===== config.mk =====
export PLATFORM = sky130hd
export DESIGN_NAME = cos_input_port
export DESIGN_NICKNAME = d
export VERILOG_FILES = /design/src/rtl/cos_pkg.sv /design/src/rtl/cos_sync.sv /design/src/rtl/cos_group.sv /design/src/rtl/cos_regs.sv /design/src/rtl/cos_input_port.sv
export SDC_FILE = /design/constraint.sdc
export NUM_CORES = 1
export LEC_CHECK = 0
export BUFFER_PORTS_ARGS = -buffer_cell sky130_fd_sc_hd__buf_2
export CORE_MARGIN = 2
export CORE_UTILIZATION = 47
export DETAILED_ROUTE_END_ITERATION = 12
export PLACE_DENSITY = 0.71
export SLEW_MARGIN = 20
export SYNTH_ARGS = -nofsm -noshare
export SYNTH_HDL_FRONTEND = slang
export SYNTH_SLANG_ARGS = --single-unit

===== constraint.sdc =====
create_clock -name clk -period 6.8 [get_ports clk]
set_clock_uncertainty 0.2 [all_clocks]
set_input_delay 1.02 -clock clk [delete_from_list [all_inputs] [get_ports clk]]
set_output_delay 1.02 -clock clk [all_outputs]
set_load 0.01 [all_outputs]

===== src/rtl/cos_pkg.sv =====
package cos_pkg;
    localparam int unsigned BANK_GROUPS  = 3;
    localparam logic [2:0]  OFF_IRQ      = 3'd7;
    localparam logic [1:0]  IDX_RESERVED = 2'd3;
    localparam int unsigned REQ_BIT      = 6;
endpackage


===== src/rtl/cos_sync.sv =====
module cos_sync #(
    parameter int unsigned WIDTH  = 48,
    parameter int unsigned STAGES = 2
) (
    input  logic             clk,
    input  logic             rst_n,
    input  logic [WIDTH-1:0] async_in,
    output logic [WIDTH-1:0] sync_out
);
    typedef struct packed {
        logic [STAGES-1:0][WIDTH-1:0] pipe;
    } sync_state_t;

    sync_state_t st_d, st_q;

    always_comb begin
        st_d = st_q;
        st_d.pipe[0] = async_in;
        for (int s = 1; s < int'(STAGES); s++) begin
            st_d.pipe[s] = st_q.pipe[s-1];
        end
    end

    always_ff @(posedge clk or negedge rst_n) begin
        if (!rst_n) st_q <= '0;
        else        st_q <= st_d;
    end

    assign sync_out = st_q.pipe[STAGES-1];
endmodule


===== src/rtl/cos_group.sv =====
module cos_group #(
    parameter int unsigned GW = 8
) (
    input  logic          clk,
    input  logic          rst_n,
    input  logic [GW-1:0] lines,
    input  logic          arm_nxt,
    input  logic          clr,
    output logic          chg,
    output logic          flag
);
    typedef struct packed {
        logic [GW-1:0] prev;
        logic          flag;
    } grp_state_t;

    grp_state_t st_d, st_q;

    always_comb begin
        st_d      = st_q;
        chg       = |(lines ^ st_q.prev);
        st_d.prev = lines;
        st_d.flag = arm_nxt & ((st_q.flag & ~clr) | chg);
    end

    always_ff @(posedge clk or negedge rst_n) begin
        if (!rst_n) st_q <= '0;
        else        st_q <= st_d;
    end

    assign flag = st_q.flag;

    // an edge seen on an armed group is latched
    a_r5_edge_latched: assert property (@(posedge clk) disable iff (!rst_n)
        (arm_nxt && chg) |=> flag);
endmodule


===== src/rtl/cos_regs.sv =====
module cos_regs
    import cos_pkg::*;
#(
    parameter int unsigned GW = 8,
    parameter int unsigned NG = 6
) (
    input  logic            clk,
    input  logic            rst_n,
    input  logic            rd,
    input  logic            wr,
    input  logic [2:0]      addr,
    input  logic [GW-1:0]   wdata,
    input  logic [NG*GW-1:0] levels,
    input  logic [NG-1:0]   flags,
    output logic [GW-1:0]   rdata,
    output logic [NG-1:0]   arm_nxt,
    output logic            status_clr
);
    typedef struct packed {
        logic [NG-1:0] arm;
    } reg_state_t;

    reg_state_t st_d, st_q;
    logic       hit_irq;
    int unsigned gidx;

    always_comb begin
        st_d    = st_q;
        hit_irq = (addr == OFF_IRQ);
        if (wr && hit_irq) st_d.arm = wdata[NG-1:0];
        arm_nxt    = st_d.arm;
        status_clr = rd && hit_irq;

        gidx  = (addr[2] ? BANK_GROUPS : 0) + int'(addr[1:0]);
        rdata = '0;
        if (hit_irq) begin
            rdata[NG-1:0]  = flags;
            rdata[REQ_BIT] = ~|flags;
        end else if (addr[1:0] != IDX_RESERVED && gidx < NG) begin
            rdata = levels[gidx*GW +: GW];
        end
    end

    always_ff @(posedge clk or negedge rst_n) begin
        if (!rst_n) st_q <= '0;
        else        st_q <= st_d;
    end

    // the unused offset reads as zero
    a_r3_gap_reads_zero: assert property (@(posedge clk) disable iff (!rst_n)
        (rd && addr == 3'd3) |-> (rdata == '0));
    // top status bit is always zero
    a_r7_top_bit_zero: assert property (@(posedge clk) disable iff (!rst_n)
        (rd && hit_irq) |-> (rdata[GW-1] == 1'b0));
endmodule


===== src/rtl/cos_input_port.sv =====
module cos_input_port
    import cos_pkg::*;
#(
    parameter int unsigned GROUP_W     = 8,
    parameter int unsigned SYNC_STAGES = 2
) (
    input  logic                 clk,
    input  logic                 rst_n,
    input  logic [6*GROUP_W-1:0] din,
    input  logic [2:0]           bus_addr,
    input  logic                 bus_rd,
    input  logic                 bus_wr,
    input  logic [GROUP_W-1:0]   bus_wdata,
    output logic [GROUP_W-1:0]   bus_rdata,
    output logic                 irq
);
    localparam int unsigned NG   = 2 * BANK_GROUPS;
    localparam int unsigned N_IN = NG * GROUP_W;

    logic [N_IN-1:0] levels;
    logic [NG-1:0]   flag_vec;
    logic [NG-1:0]   chg_vec;
    logic [NG-1:0]   arm_nxt;
    logic            status_clr;

    cos_sync #(.WIDTH(N_IN), .STAGES(SYNC_STAGES)) u_sync (
        .clk      (clk),
        .rst_n    (rst_n),
        .async_in (din),
        .sync_out (levels)
    );

    for (genvar g = 0; g < NG; g++) begin : g_grp
        cos_group #(.GW(GROUP_W)) u_grp (
            .clk     (clk),
            .rst_n   (rst_n),
            .lines   (levels[g*GROUP_W +: GROUP_W]),
            .arm_nxt (arm_nxt[g]),
            .clr     (status_clr),
            .chg     (chg_vec[g]),
            .flag    (flag_vec[g])
        );
    end

    cos_regs #(.GW(GROUP_W), .NG(NG)) u_regs (
        .clk        (clk),
        .rst_n      (rst_n),
        .rd         (bus_rd),
        .wr         (bus_wr),
        .addr       (bus_addr),
        .wdata      (bus_wdata),
        .levels     (levels),
        .flags      (flag_vec),
        .rdata      (bus_rdata),
        .arm_nxt    (arm_nxt),
        .status_clr (status_clr)
    );

    assign irq = |flag_vec;

    // a clearing read with no new change drops the request
    a_r8_read_clears: assert property (@(posedge clk) disable iff (!rst_n)
        (status_clr && chg_vec == '0) |=> !irq);
    // request holds while the interrupt register is untouched
    a_r12_irq_holds: assert property (@(posedge clk) disable iff (!rst_n)
        (irq && !((bus_rd || bus_wr) && bus_addr == OFF_IRQ)) |=> irq);
    // an all-zero enable write leaves nothing pending
    a_r6_disable_all: assert property (@(posedge clk) disable iff (!rst_n)
        (bus_wr && bus_addr == OFF_IRQ && bus_wdata[NG-1:0] == '0) |=> !irq);
    // request bit is the inverse of the interrupt level
    a_r7_req_polarity: assert property (@(posedge clk) disable iff (!rst_n)
        (bus_rd && bus_addr == OFF_IRQ) |-> (bus_rdata[REQ_BIT] == !irq));
endmodule


### Word-level counts from Yosys, hierarchy flattened

Index checks and enable logic that the tools add are counted.

* reductions and logical operators: 11
* mux-type cells: 5
* bitwise logic cells: 25
* equality and inequality tests: 2
* $add $sub $neg: 1
* shifts and indexed selects: 1
* $lt $le $gt $ge: 1

Operators with widths (count)
* 8-bit OR reduction: 6
* 48-bit by 33-bit indexed part select with 8-bit output: 1
* 8-bit bitwise XOR: 6
* 32-bit by 2-bit adder with 32-bit output: 1
* 32-bit by 3-bit < comparator with 1-bit output, second input constant: 1
* 1-bit AND: 12
* 8-bit two-way mux: 1
* 7-bit two-way mux: 1
* 6-bit two-way mux: 1
* 1-bit bitwise OR: 6
* 6-bit OR reduction: 1
* 3-bit equality test, second input constant: 1
* 1-bit logical AND: 3
* 2-bit two-way mux: 1
* 2-bit != test, second input constant: 1
* 1-bit zero test: 1
* 1-bit two-way mux: 1
* 1-bit inverter: 1

* word-level logic and storage cells: 61
* bits in registers: 156
* output and inout bits: 9

### Logic depth before layout (Yosys ltp)

Gate-level depths: netlist (run 1).

* word-level depth: 6
* depth in mapped cells: 7
* mapped depth without buffers: 6

### Modules after synthesis

Synthesis (run 1) repeated with hierarchy kept, for this count alone.

* cells, all modules: 306
* area total of the unflattened synthesis: 5222.5 um^2

By module, submodules not included
* cos_sync: area an instance 2402.3 um^2, times used 1, cells each 96, sequential area each 2402.3 um^2
* cos_group: area an instance 340.3 um^2, times used 6, cells each 23, sequential area each 225.2 um^2
* cos_regs: area an instance 764.5 um^2, times used 1, cells each 69, sequential area each 150.1 um^2
* cos_input_port: area an instance 13.8 um^2, times used 1, cells each 3, sequential area each 0.0 um^2

### Least setup slack after synthesis (run 1)

OpenSTA, ideal clock, no wires.

* path type: input to output
* start point: input port bus_addr[0]
* end point: output port bus_rdata[6]
* required time: 5580 ps
* slack: 3030 ps
* stages: 7
* data arrival time: 2550 ps
* path through: ha_1 > inv_1 > fa_1 > clkbuf_1 > mux4_2 > nand3_1 > o221ai_1

* cells in the longest elaborated chain, start to end: 5
* elaborated cells between the ends (all ways): 8
* classes of those cells: add/sub (1); order compare (1); eq/ne (2); shift (1); mux (2); reduce/logical (1)

RTL lines
* start, declared: line cos_input_port.sv:10 `input logic [2:0] bus_addr,`
* 32-bit by 2-bit adder with 32-bit output: line cos_regs.sv:34 `gidx = (addr[2] ? BANK_GROUPS : 0) + int'(addr[1:0]);`
* 32-bit by 3-bit < comparator with 1-bit output: line cos_regs.sv:39 `end else if (addr[1:0] != IDX_RESERVED && gidx < NG) begin`
* 1-bit logical AND: line cos_regs.sv:39
* 8-bit two-way mux: line cos_regs.sv:39
* 7-bit two-way mux (*): line cos_regs.sv:36 `if (hit_irq) begin`
* end, declared: line cos_input_port.sv:14 `output logic [GROUP_W-1:0] bus_rdata,`

Every way passes the cells marked *; elsewhere a longest branch is shown, timed or not.

### Worst setup path after layout (run 1)

* start point: input port bus_addr[0]
* end point: output port bus_rdata[5]

Same word-level chain as after synthesis.

==> impl_metrics.json, run 1 <==
{
  "rr_startpoint": "u_sync.sync_out[30]",
  "cp_data_required_time_ns": 5.58,
  "worst_setup_path_start_kind": "primary input",
  "via_per_inst": 4.93,
  "grt_overflow": 0,
  "worst-path-max-fanout": 16,
  "hpwl_mm": 5.70,
  "cts_max_path_buffers": 2,
  "synthToLayoutAreaGrowth_pct": 20.5,
  "status": "complete, no violations",
  "hold_violations": 0,
  "cts.sinks": 156,
  "holdBufCountCts": 0,
  "core_sq_um": 10400,
  "gp_congestion": 0.777,
  "routed_wl_mm": 8.48,
  "max_freq_mhz": 225,
  "worstPathArrival_ns": 3.22,
  "die_w_microns": 108,
  "worstRegToRegCells": 3,
  "yosysSeqAreaShare": 0.768,
  "rsz0062_at_grt": "false",
  "ys_types": 27,
  "endpoint_kind": "primary output",
  "num-fill-cells": 814,
  "rows": 37,
  "async_flop_share": 1.00,
  "crit_path_cell_trace": "buf_2 > ha_1 > mux4_2 > nand3_1 > o311ai_0 > buf_2",
  "tritoncts": "built",
  "ir_worst_vdd_mv": 0.156,
  "critPathSlowestCell": "ha_1",
  "clk_pin_slew_worst_paths_ns": 0.06,
  "whs_endpoint": "u_sync.sync_out[8]",
  "grt_pass1_wl_mm": 14.2,
  "cts_made_buffers": 17,
  "period_needed_ns": 4.44,
  "setup_tns_ns": 0,
  "vias": 2584,
  "drt_pass1_iterations": 4,
  "timing.max_cap.violations": 0,
  "ios": 72,
  "cts_setup_buffers": 0,
  "setup_violations": 0,
  "drc": 0,
  "holdPathStages": 0,
  "synth_edf_count": 0,
  "slowest_delay_ns": 0.96,
  "max-slew-margin-rel": 0.333,
  "portBuffers": 69,
  "syn_area_per_cell_sq_um": 17.4,
  "slew_violations": 0,
  "drt-initial-drc-count": 122,
  "clk_latency_ns": 0.51,
  "syn_nets": 358,
  "cp_common_cell": "buf_2",
  "r2r_end": "g_grp[3].u_grp.flag",
  "diodes": 0,
  "cts_root_buf": "clkbuf_8",
  "die_h_microns": 108,
  "power_leakage_nw": 2.75,
  "total_power_mw": 2.03,
  "cts_resized": 0,
  "synth-main-ff-cell": "dfrtp_1",
  "die-area_sq_um": 11700,
  "drive_gt1_frac": 0.296,
  "power_density_nw_per_um2": 332,
  "rrSetupSlack_ns": 5.35,
  "syn_area_sq_um": 5090,
  "hold_path.class": "reg -> reg",
  "yosys_warnings": 0,
  "path_class": "in -> out",
  "period_share": 0.653,
  "initial_core_util": 0.488,
  "antenna_found_initial": 0,
  "syn_inst": 293,
  "grt_start_max_net_pins": 81,
  "grt_util_all_layers": 0.167,
  "htreeDepth": 4,
  "ys_seq_elements": 156,
  "wl_per_cell_microns": 16.2,
  "nets": 442,
  "min-delay-start": "u_sync.st_d[56]",
  "antenna_left": 0,
  "tightest_slew_ns": 1.00,
  "grt_pass1_vias": 2728
}
[critical path: cells and delay by family]
kind / cells / cell delay (ns)
buf+inv: 2 / 0.33
mux: 1 / 0.63
compound gates: 1 / 0.16
fa+ha+maj: 1 / 0.96
simple gates: 1 / 0.11
[cells in the mapped netlist, drive strengths merged (2+ instances only)]
cell type    n  area share
dfrtp      156        0.77
o211ai       5      0.0074
clkbuf       3      0.0022
nand3        8      0.0079
nand4        8       0.011
o31a         6       0.010
xnor2       36       0.062
mux2i        7       0.014
nand2       15       0.011
buf          2      0.0044
a211o        6       0.010
mux4         8       0.035
inv          3      0.0022
mux2         7       0.015
xor2        12       0.021
[worst max-delay path by stage]
stage / startpoint / endpoint / slack (ns) / cells after the start
finish: bus_addr[0] / bus_rdata[5] / 2.36 / 6
detailed placement: bus_addr[0] / bus_rdata[5] / 2.33 / 6
global placement: bus_addr[0] / bus_rdata[5] / 2.35 / 6
floorplan: bus_addr[0] / bus_rdata[6] / 3.03 / 7
CTS: bus_addr[0] / bus_rdata[5] / 2.33 / 6
global route: bus_addr[0] / bus_rdata[7] / 2.23 / 6
[cell usage in the layout, fill, tap and decap left out]
| cell | count |
|---|---|
| a211o_1 | 6 |
| a21oi_1 | 1 |
| a22oi_1 | 1 |
| and3_1 | 1 |
| buf_2 | 68 |
| buf_4 | 1 |
| buf_6 | 1 |
| bufinv_16 | 1 |
| clkbuf_1 | 1 |
| clkbuf_16 | 16 |
| clkbuf_8 | 4 |
| clkinv_2 | 2 |
| clkinv_4 | 1 |
| clkinvlp_4 | 3 |
| dfrtp_1 | 156 |
| fa_1 | 1 |
| ha_1 | 1 |
| inv_1 | 3 |
| inv_6 | 2 |
| mux2_2 | 7 |
| mux2i_1 | 7 |
| mux4_2 | 8 |
| nand2_1 | 15 |
| nand3_1 | 8 |
| nand3b_1 | 1 |
| nand4_1 | 7 |
| nand4_2 | 1 |
| nor2_1 | 1 |
| nor2b_1 | 1 |
| nor4_1 | 1 |
| o211ai_1 | 5 |
| o221ai_1 | 1 |
| o311ai_0 | 1 |
| o31a_1 | 6 |
| xnor2_1 | 36 |
| xor2_1 | 12 |
[cell type report]
| cell class | count | area [sq um] | area share |
|---|---|---|---|
| well taps | 136 | 170 | 0.0278 |
| multi-input cells | 129 | 1140 | 0.186 |
| inverters | 3 | 11.3 | 0.00184 |
| repair buffers | 70 | 359 | 0.0586 |
| clock inverters | 9 | 88.8 | 0.0145 |
| clock buffers | 21 | 459 | 0.0749 |
| flip-flops and latches | 156 | 3900 | 0.637 |
[routing by layer]
layer  global-route usage  share of wire  up-vias
met1                0.233           0.44     1313
met4               0.0632          0.016        0
met2                0.253           0.48       88
li1                     -              -     1169
met3               0.0488          0.062       14
met5                    0              0        -
[through the flow]
| step | worst slack (ns) | util | instance area [sq um] | hold WS (ns) | std cells |
|---|---|---|---|---|---|
| after global placement | 2.35 | 0.536 | 5580 | 0.135 | 494 |
| after detailed placement | 2.33 | 0.536 | 5580 | 0.135 | 494 |
| after CTS | 2.33 | 0.588 | 6130 | 0.147 | 524 |
| after global routing | 2.23 | 0.588 | 6130 | 0.153 | 524 |
| final | 2.36 | 0.588 | 6130 | 0.145 | 524 |
| after floorplan | 3.03 | - | 5090 | 0.131 | 293 |
[registers in the layout (all words and copies together), names as in the netlist]
name / count
u_sync.st_d: 48
u_regs.st_q: 6
u_sync.sync_out: 48
g_grp.u_grp.flag: 6
g_grp.u_grp.st_q: 48
[power breakdown]
group	leakage, nW	switching (mW)	internal [mW]
Clock	0.263	0.343	0.511
Combinational	0.660	0.0799	0.0765
Sequential	1.82	0.0349	0.988
Total	2.75	0.458	1.58
[kinds of logic (layout without fill, tap and decap cells)]
group | Yosys count | count (layout) | synth area share
flip-flops | 156 | 156 | 0.768
XOR/XNOR | 48 | 48 | 0.0827
AND/OR/NAND/NOR | 36 | 36 | 0.0359
multiplexers | 22 | 22 | 0.0647
AO/OA/AOI/OAI | 21 | 21 | 0.0339
buffers and inverters | 8 | 103 | 0.00886
adder cells (fa/ha/maj) | 2 | 2 | 0.00640
Power figures use the tool's default switching activity.
==> run 2: changes to the inputs <==
--- a/config.mk
+++ b/config.mk
@@ -9,7 +9,7 @@
 export CORE_MARGIN = 2
 export CORE_UTILIZATION = 47
 export DETAILED_ROUTE_END_ITERATION = 12
-export PLACE_DENSITY = 0.71
+export PLACE_DENSITY = 0.74
 export SLEW_MARGIN = 20
 export SYNTH_ARGS = -nofsm -noshare
 export SYNTH_HDL_FRONTEND = slang
==> constraint.sdc (replaced) <==
create_clock -name clk -period 3.8 [get_ports clk]
set_clock_uncertainty 0.2 [all_clocks]
set_input_delay 0.57 -clock clk [delete_from_list [all_inputs] [get_ports clk]]
set_output_delay 0.57 -clock clk [all_outputs]
set_load 0.01 [all_outputs]
==> impl_metrics.json, run 2 (same netlist as run 1, synthesis figures left out) <==
{
  "wl_per_cell_microns": 15.8,
  "endpoint_kind": "primary output",
  "period_needed_ns": 3.37,
  "swShare": 0.230,
  "r2r_end": "g_grp[2].u_grp.flag",
  "max_freq_mhz": 297,
  "antenna_left": 0,
  "timing.max_cap.violations": 0,
  "power_leakage_nw": 3.00,
  "grt_pass1_wl_mm": 15.2,
  "core_sq_um": 10400,
  "hold_path.class": "in -> reg",
  "cts_made_buffers": 17,
  "holdBufCountCts": 49,
  "antenna_found_initial": 0,
  "cell_internal_pwr_mw": 2.95,
  "gp_congestion": 0.791,
  "hpwl_mm": 5.98,
  "nets": 492,
  "cts_resized": 0,
  "cts.sinks": 156,
  "grt_overflow": 0,
  "cp_data_required_time_ns": 3.03,
  "rrSetupSlack_ns": 2.35,
  "total_power_mw": 3.83,
  "rsz0062_at_grt": "false",
  "dp_worst_setup_slack_ns": 0.478,
  "dp_cells": 495,
  "drt-initial-drc-count": 126,
  "routed_wl_mm": 9.11,
  "status": "complete, no violations",
  "initial_core_util": 0.488,
  "worstPathArrival_ns": 2.60,
  "slew_violations": 0,
  "layout_common_cells": "dfrtp_1, buf_2, dlygate4sd3_1",
  "grt_util_all_layers": 0.180,
  "grt_start_max_net_pins": 81,
  "clk_pin_slew_worst_paths_ns": 0.06,
  "period_share": 0.886,
  "synthToLayoutAreaGrowth_pct": 31.9,
  "htreeDepth": 4,
  "comb_power_share": 0.084,
  "whs_endpoint": "u_regs.st_q[3]",
  "final_common_cell": "dfrtp_1",
  "num-fill-cells": 745,
  "rr_startpoint": "u_sync.sync_out[16]",
  "fin_cells": 576,
  "fin_util": 0.644,
  "drt_pass1_iterations": 5,
  "min-delay-start": "bus_wdata[3]",
  "worst-path-max-fanout": 11,
  "max-slew-margin-rel": 0.567,
  "power.switching_mw": 0.882,
  "path_class": "in -> out",
  "tightest_slew_ns": 0.650,
  "ios": 72,
  "portBuffers": 69,
  "grt_pass1_vias": 3050,
  "setup_violations": 0,
  "setup.worst_path.start": "bus_addr[0]",
  "clk_latency_ns": 0.52,
  "drc": 0,
  "power_density_nw_per_um2": 571,
  "worst_setup_path_start_kind": "primary input",
  "cts_setup_buffers": 0,
  "setup_tns_ns": 0,
  "vias": 2735,
  "die-area_sq_um": 11700,
  "drive_gt1_frac": 0.270,
  "p_seq_frac": 0.478,
  "tritoncts": "built",
  "p_clk_frac": 0.438,
  "hold_violations": 0,
  "cts_root_buf": "clkbuf_8",
  "via_per_inst": 4.75,
  "cts_max_path_buffers": 2,
  "fin_ws_ns": 0.434,
  "die_w_microns": 108,
  "rows": 37,
  "die_h_microns": 108,
  "ir_worst_vdd_mv": 0.566,
  "worstRegToRegCells": 3,
  "diodes": 0,
  "holdPathStages": 2
}
[run 2: stage by stage]
stage,cell area (sq um),hold WS (ns)
global placement,5610,0.134
global route,6710,0.0760
floorplan,5090,0.0744
detailed placement,5610,0.135
CTS,6710,0.0897
finish,6710,0.105
[run 2: per-layer routing]
layer	GRT usage	wire length, microns	vias to the layer above
met5	0	0	-
met4	0.0568	97	0
met3	0.0735	532	9
met2	0.283	4500	80
met1	0.231	3980	1377
li1	-	-	1269
[run 2: worst max-delay path: stages]
cell and delay, ns:
buf_2 0.15, ha_1 0.16, inv_1 0.05, fa_1 0.81, nand3b_1 0.34, o211ai_1 0.33, buf_2 0.19
[run 2: cell type report]
| class | instances | area (sq um) | share of cell area |
|---|---|---|---|
| tap | 136 | 170 | 0.0254 |
| sequential | 156 | 3900 | 0.582 |
| multi-input combinational | 129 | 1140 | 0.169 |
| clock buffer | 20 | 455 | 0.0679 |
| clock inverter | 12 | 150 | 0.0224 |
| inverter | 3 | 11.3 | 0.00168 |
| timing repair buffer | 120 | 882 | 0.131 |
[run 2: worst max-delay path by stage]
stage                               to  slack [ns]  depth (start not counted)
after floorplan           bus_rdata[6]        0.93                          7
after global placement    bus_rdata[1]        0.51                          7
after detailed placement  bus_rdata[0]        0.48                          7
after CTS                 bus_rdata[3]        0.46                          7
after global routing      bus_rdata[3]        0.34                          7
final                     bus_rdata[1]        0.43                          7
[run 2: power groups by stage]
| stage | registers (mW) | logic [mW] | clock network (mW) |
|---|---|---|---|
| floorplan | 1.84 | 0.166 | 0 |
| global placement | 1.86 | 0.279 | 0 |
| detailed placement | 1.86 | 0.286 | 0 |
| CTS | 1.83 | 0.326 | 1.71 |
| global route | 1.84 | 0.357 | 1.79 |
| finish | 1.83 | 0.323 | 1.68 |
==> run 3: changes to the inputs <==
--- a/config.mk
+++ b/config.mk
@@ -10,6 +10,7 @@
 export CORE_UTILIZATION = 47
 export DETAILED_ROUTE_END_ITERATION = 12
 export PLACE_DENSITY = 0.74
+export RECOVER_POWER = 50
 export SLEW_MARGIN = 20
 export SYNTH_ARGS = -nofsm -noshare
 export SYNTH_HDL_FRONTEND = slang
==> impl_metrics.json, run 3 (same netlist as run 1, synthesis figures left out) <==
{
  "cts_max_path_buffers": 2,
  "whs_endpoint": "u_regs.st_q[3]",
  "rsz0062_at_grt": "false",
  "rr_startpoint": "u_sync.sync_out[16]",
  "htreeDepth": 4,
  "worstRegToRegCells": 3,
  "synthToLayoutAreaGrowth_pct": 31.8,
  "final_common_cell": "dfrtp_1",
  "drt-initial-drc-count": 123,
  "routed_wl_mm": 9.10,
  "wl_per_cell_microns": 15.8,
  "max_freq_mhz": 287,
  "grt_overflow": 0,
  "hpwl_mm": 5.98,
  "worst_setup_path_start_kind": "primary input",
  "grt_pass1_vias": 3050,
  "die_w_microns": 108,
  "grt_pass1_wl_mm": 15.2,
  "slew_violations": 77,
  "drc": 0,
  "violations": "max-capacitance violations, max-slew violations",
  "drive_gt1_frac": 0.257,
  "status": "finished with violations",
  "drt_pass1_iterations": 5,
  "power_leakage_nw": 2.99,
  "layout_common_cells": "dfrtp_1, buf_2, dlygate4sd3_1",
  "hold_violations": 0,
  "tritoncts": "built",
  "regArea_sq_um": 3900,
  "grt_start_max_net_pins": 81,
  "rows": 37,
  "r2r_end": "g_grp[2].u_grp.flag",
  "ir_worst_vdd_mv": 0.566,
  "max-slew-margin-rel": -0.180,
  "core_sq_um": 10400,
  "hold_slack_ns": 0.0928,
  "die-area_sq_um": 11700,
  "holdPathStages": 2,
  "power_density_nw_per_um2": 571,
  "worst-path-max-fanout": 11,
  "clk_pin_slew_worst_paths_ns": 0.06,
  "cts.sinks": 156,
  "cts_root_buf": "clkbuf_8",
  "diodes": 0,
  "gp_congestion": 0.791,
  "timing.max_cap.violations": 1,
  "die_h_microns": 108,
  "grt_util_all_layers": 0.180,
  "tightest_slew_ns": 1.77,
  "multi_input_area_sq_um": 1140,
  "cts_setup_buffers": 0,
  "antenna_found_initial": 0,
  "min-delay-start": "bus_wdata[3]",
  "cts_made_buffers": 17,
  "endpoint_kind": "primary output",
  "via_per_inst": 4.76,
  "period_needed_ns": 3.48,
  "hold_path.class": "in -> reg",
  "setup_tns_ns": 0,
  "antenna_left": 0,
  "ios": 72,
  "initial_core_util": 0.488,
  "nets": 492,
  "cp_data_required_time_ns": 3.03,
  "setup_violations": 0,
  "num-fill-cells": 742,
  "rrSetupSlack_ns": 2.35,
  "worstPathArrival_ns": 2.71,
  "vias": 2743,
  "clk_latency_ns": 0.52,
  "path_class": "in -> out",
  "cts_resized": 0,
  "period_share": 0.917,
  "portBuffers": 69
}
## run 3: cell count changes in the layout (fill, tap and decap cells not counted), sizes merged
cell	before	now
buf	71	69
clkbuf	20	22
## run 3: area by class of cell
class	instances	area share
inverters	3	0.00168
clock buffers	20	0.0679
well taps	136	0.0254
clock inverters	12	0.0224
flip-flops and latches	156	0.582
repair buffers	120	0.130
multi-input cells	129	0.170
## run 3: report_power, final
group	internal [mW]	total (mW)	switching [mW]
Clock	1.01	1.68	0.670
Sequential	1.77	1.83	0.0642
Combinational	0.171	0.319	0.148
Total	2.95	3.83	0.882
## run 3: critical path, stage by stage
cell	delay, ns
clkbuf_1	0.23
ha_1	0.20
inv_1	0.05
fa_1	0.81
nand3b_1	0.34
o211ai_1	0.33
buf_2	0.19
## run 3: timing repair
item	in CTS	in global routing
setup endpoints to repair	0	0
endpoints found under the hold margin	124	0
hold buffers	49	0
## run 3: how the worst max path moves through the flow
stage	startpoint	slack [ns]	cells after the start	endpoint
after floorplan	bus_addr[0]	0.93	7	bus_rdata[6]
after global placement	bus_addr[0]	0.51	7	bus_rdata[1]
after detailed placement	bus_addr[0]	0.48	7	bus_rdata[0]
after CTS	bus_addr[0]	0.46	7	bus_rdata[3]
after global routing	bus_addr[0]	0.20	7	bus_rdata[3]
final	bus_addr[0]	0.32	7	bus_rdata[1]
## run 3: through the flow
stage	utilization	power, mW	instances	setup slack, ns	area [sq um]
after detailed placement	0.539	2.15	495	0.478	5610
final	0.643	3.83	576	0.316	6700
after global placement	0.539	2.14	495	0.510	5610
after floorplan	-	2.01	293	0.930	5090
after global routing	0.643	3.99	576	0.197	6700
after CTS	0.644	3.87	576	0.459	6710
## run 3: per-layer routing
layer	share of wire	vias to the layer above	wire, microns	GRT usage
li1	-	1268	-	-
met1	0.44	1387	3990	0.231
met2	0.49	79	4500	0.283
met3	0.057	9	516	0.0735
met4	0.010	0	93	0.0568
met5	0	-	0	0
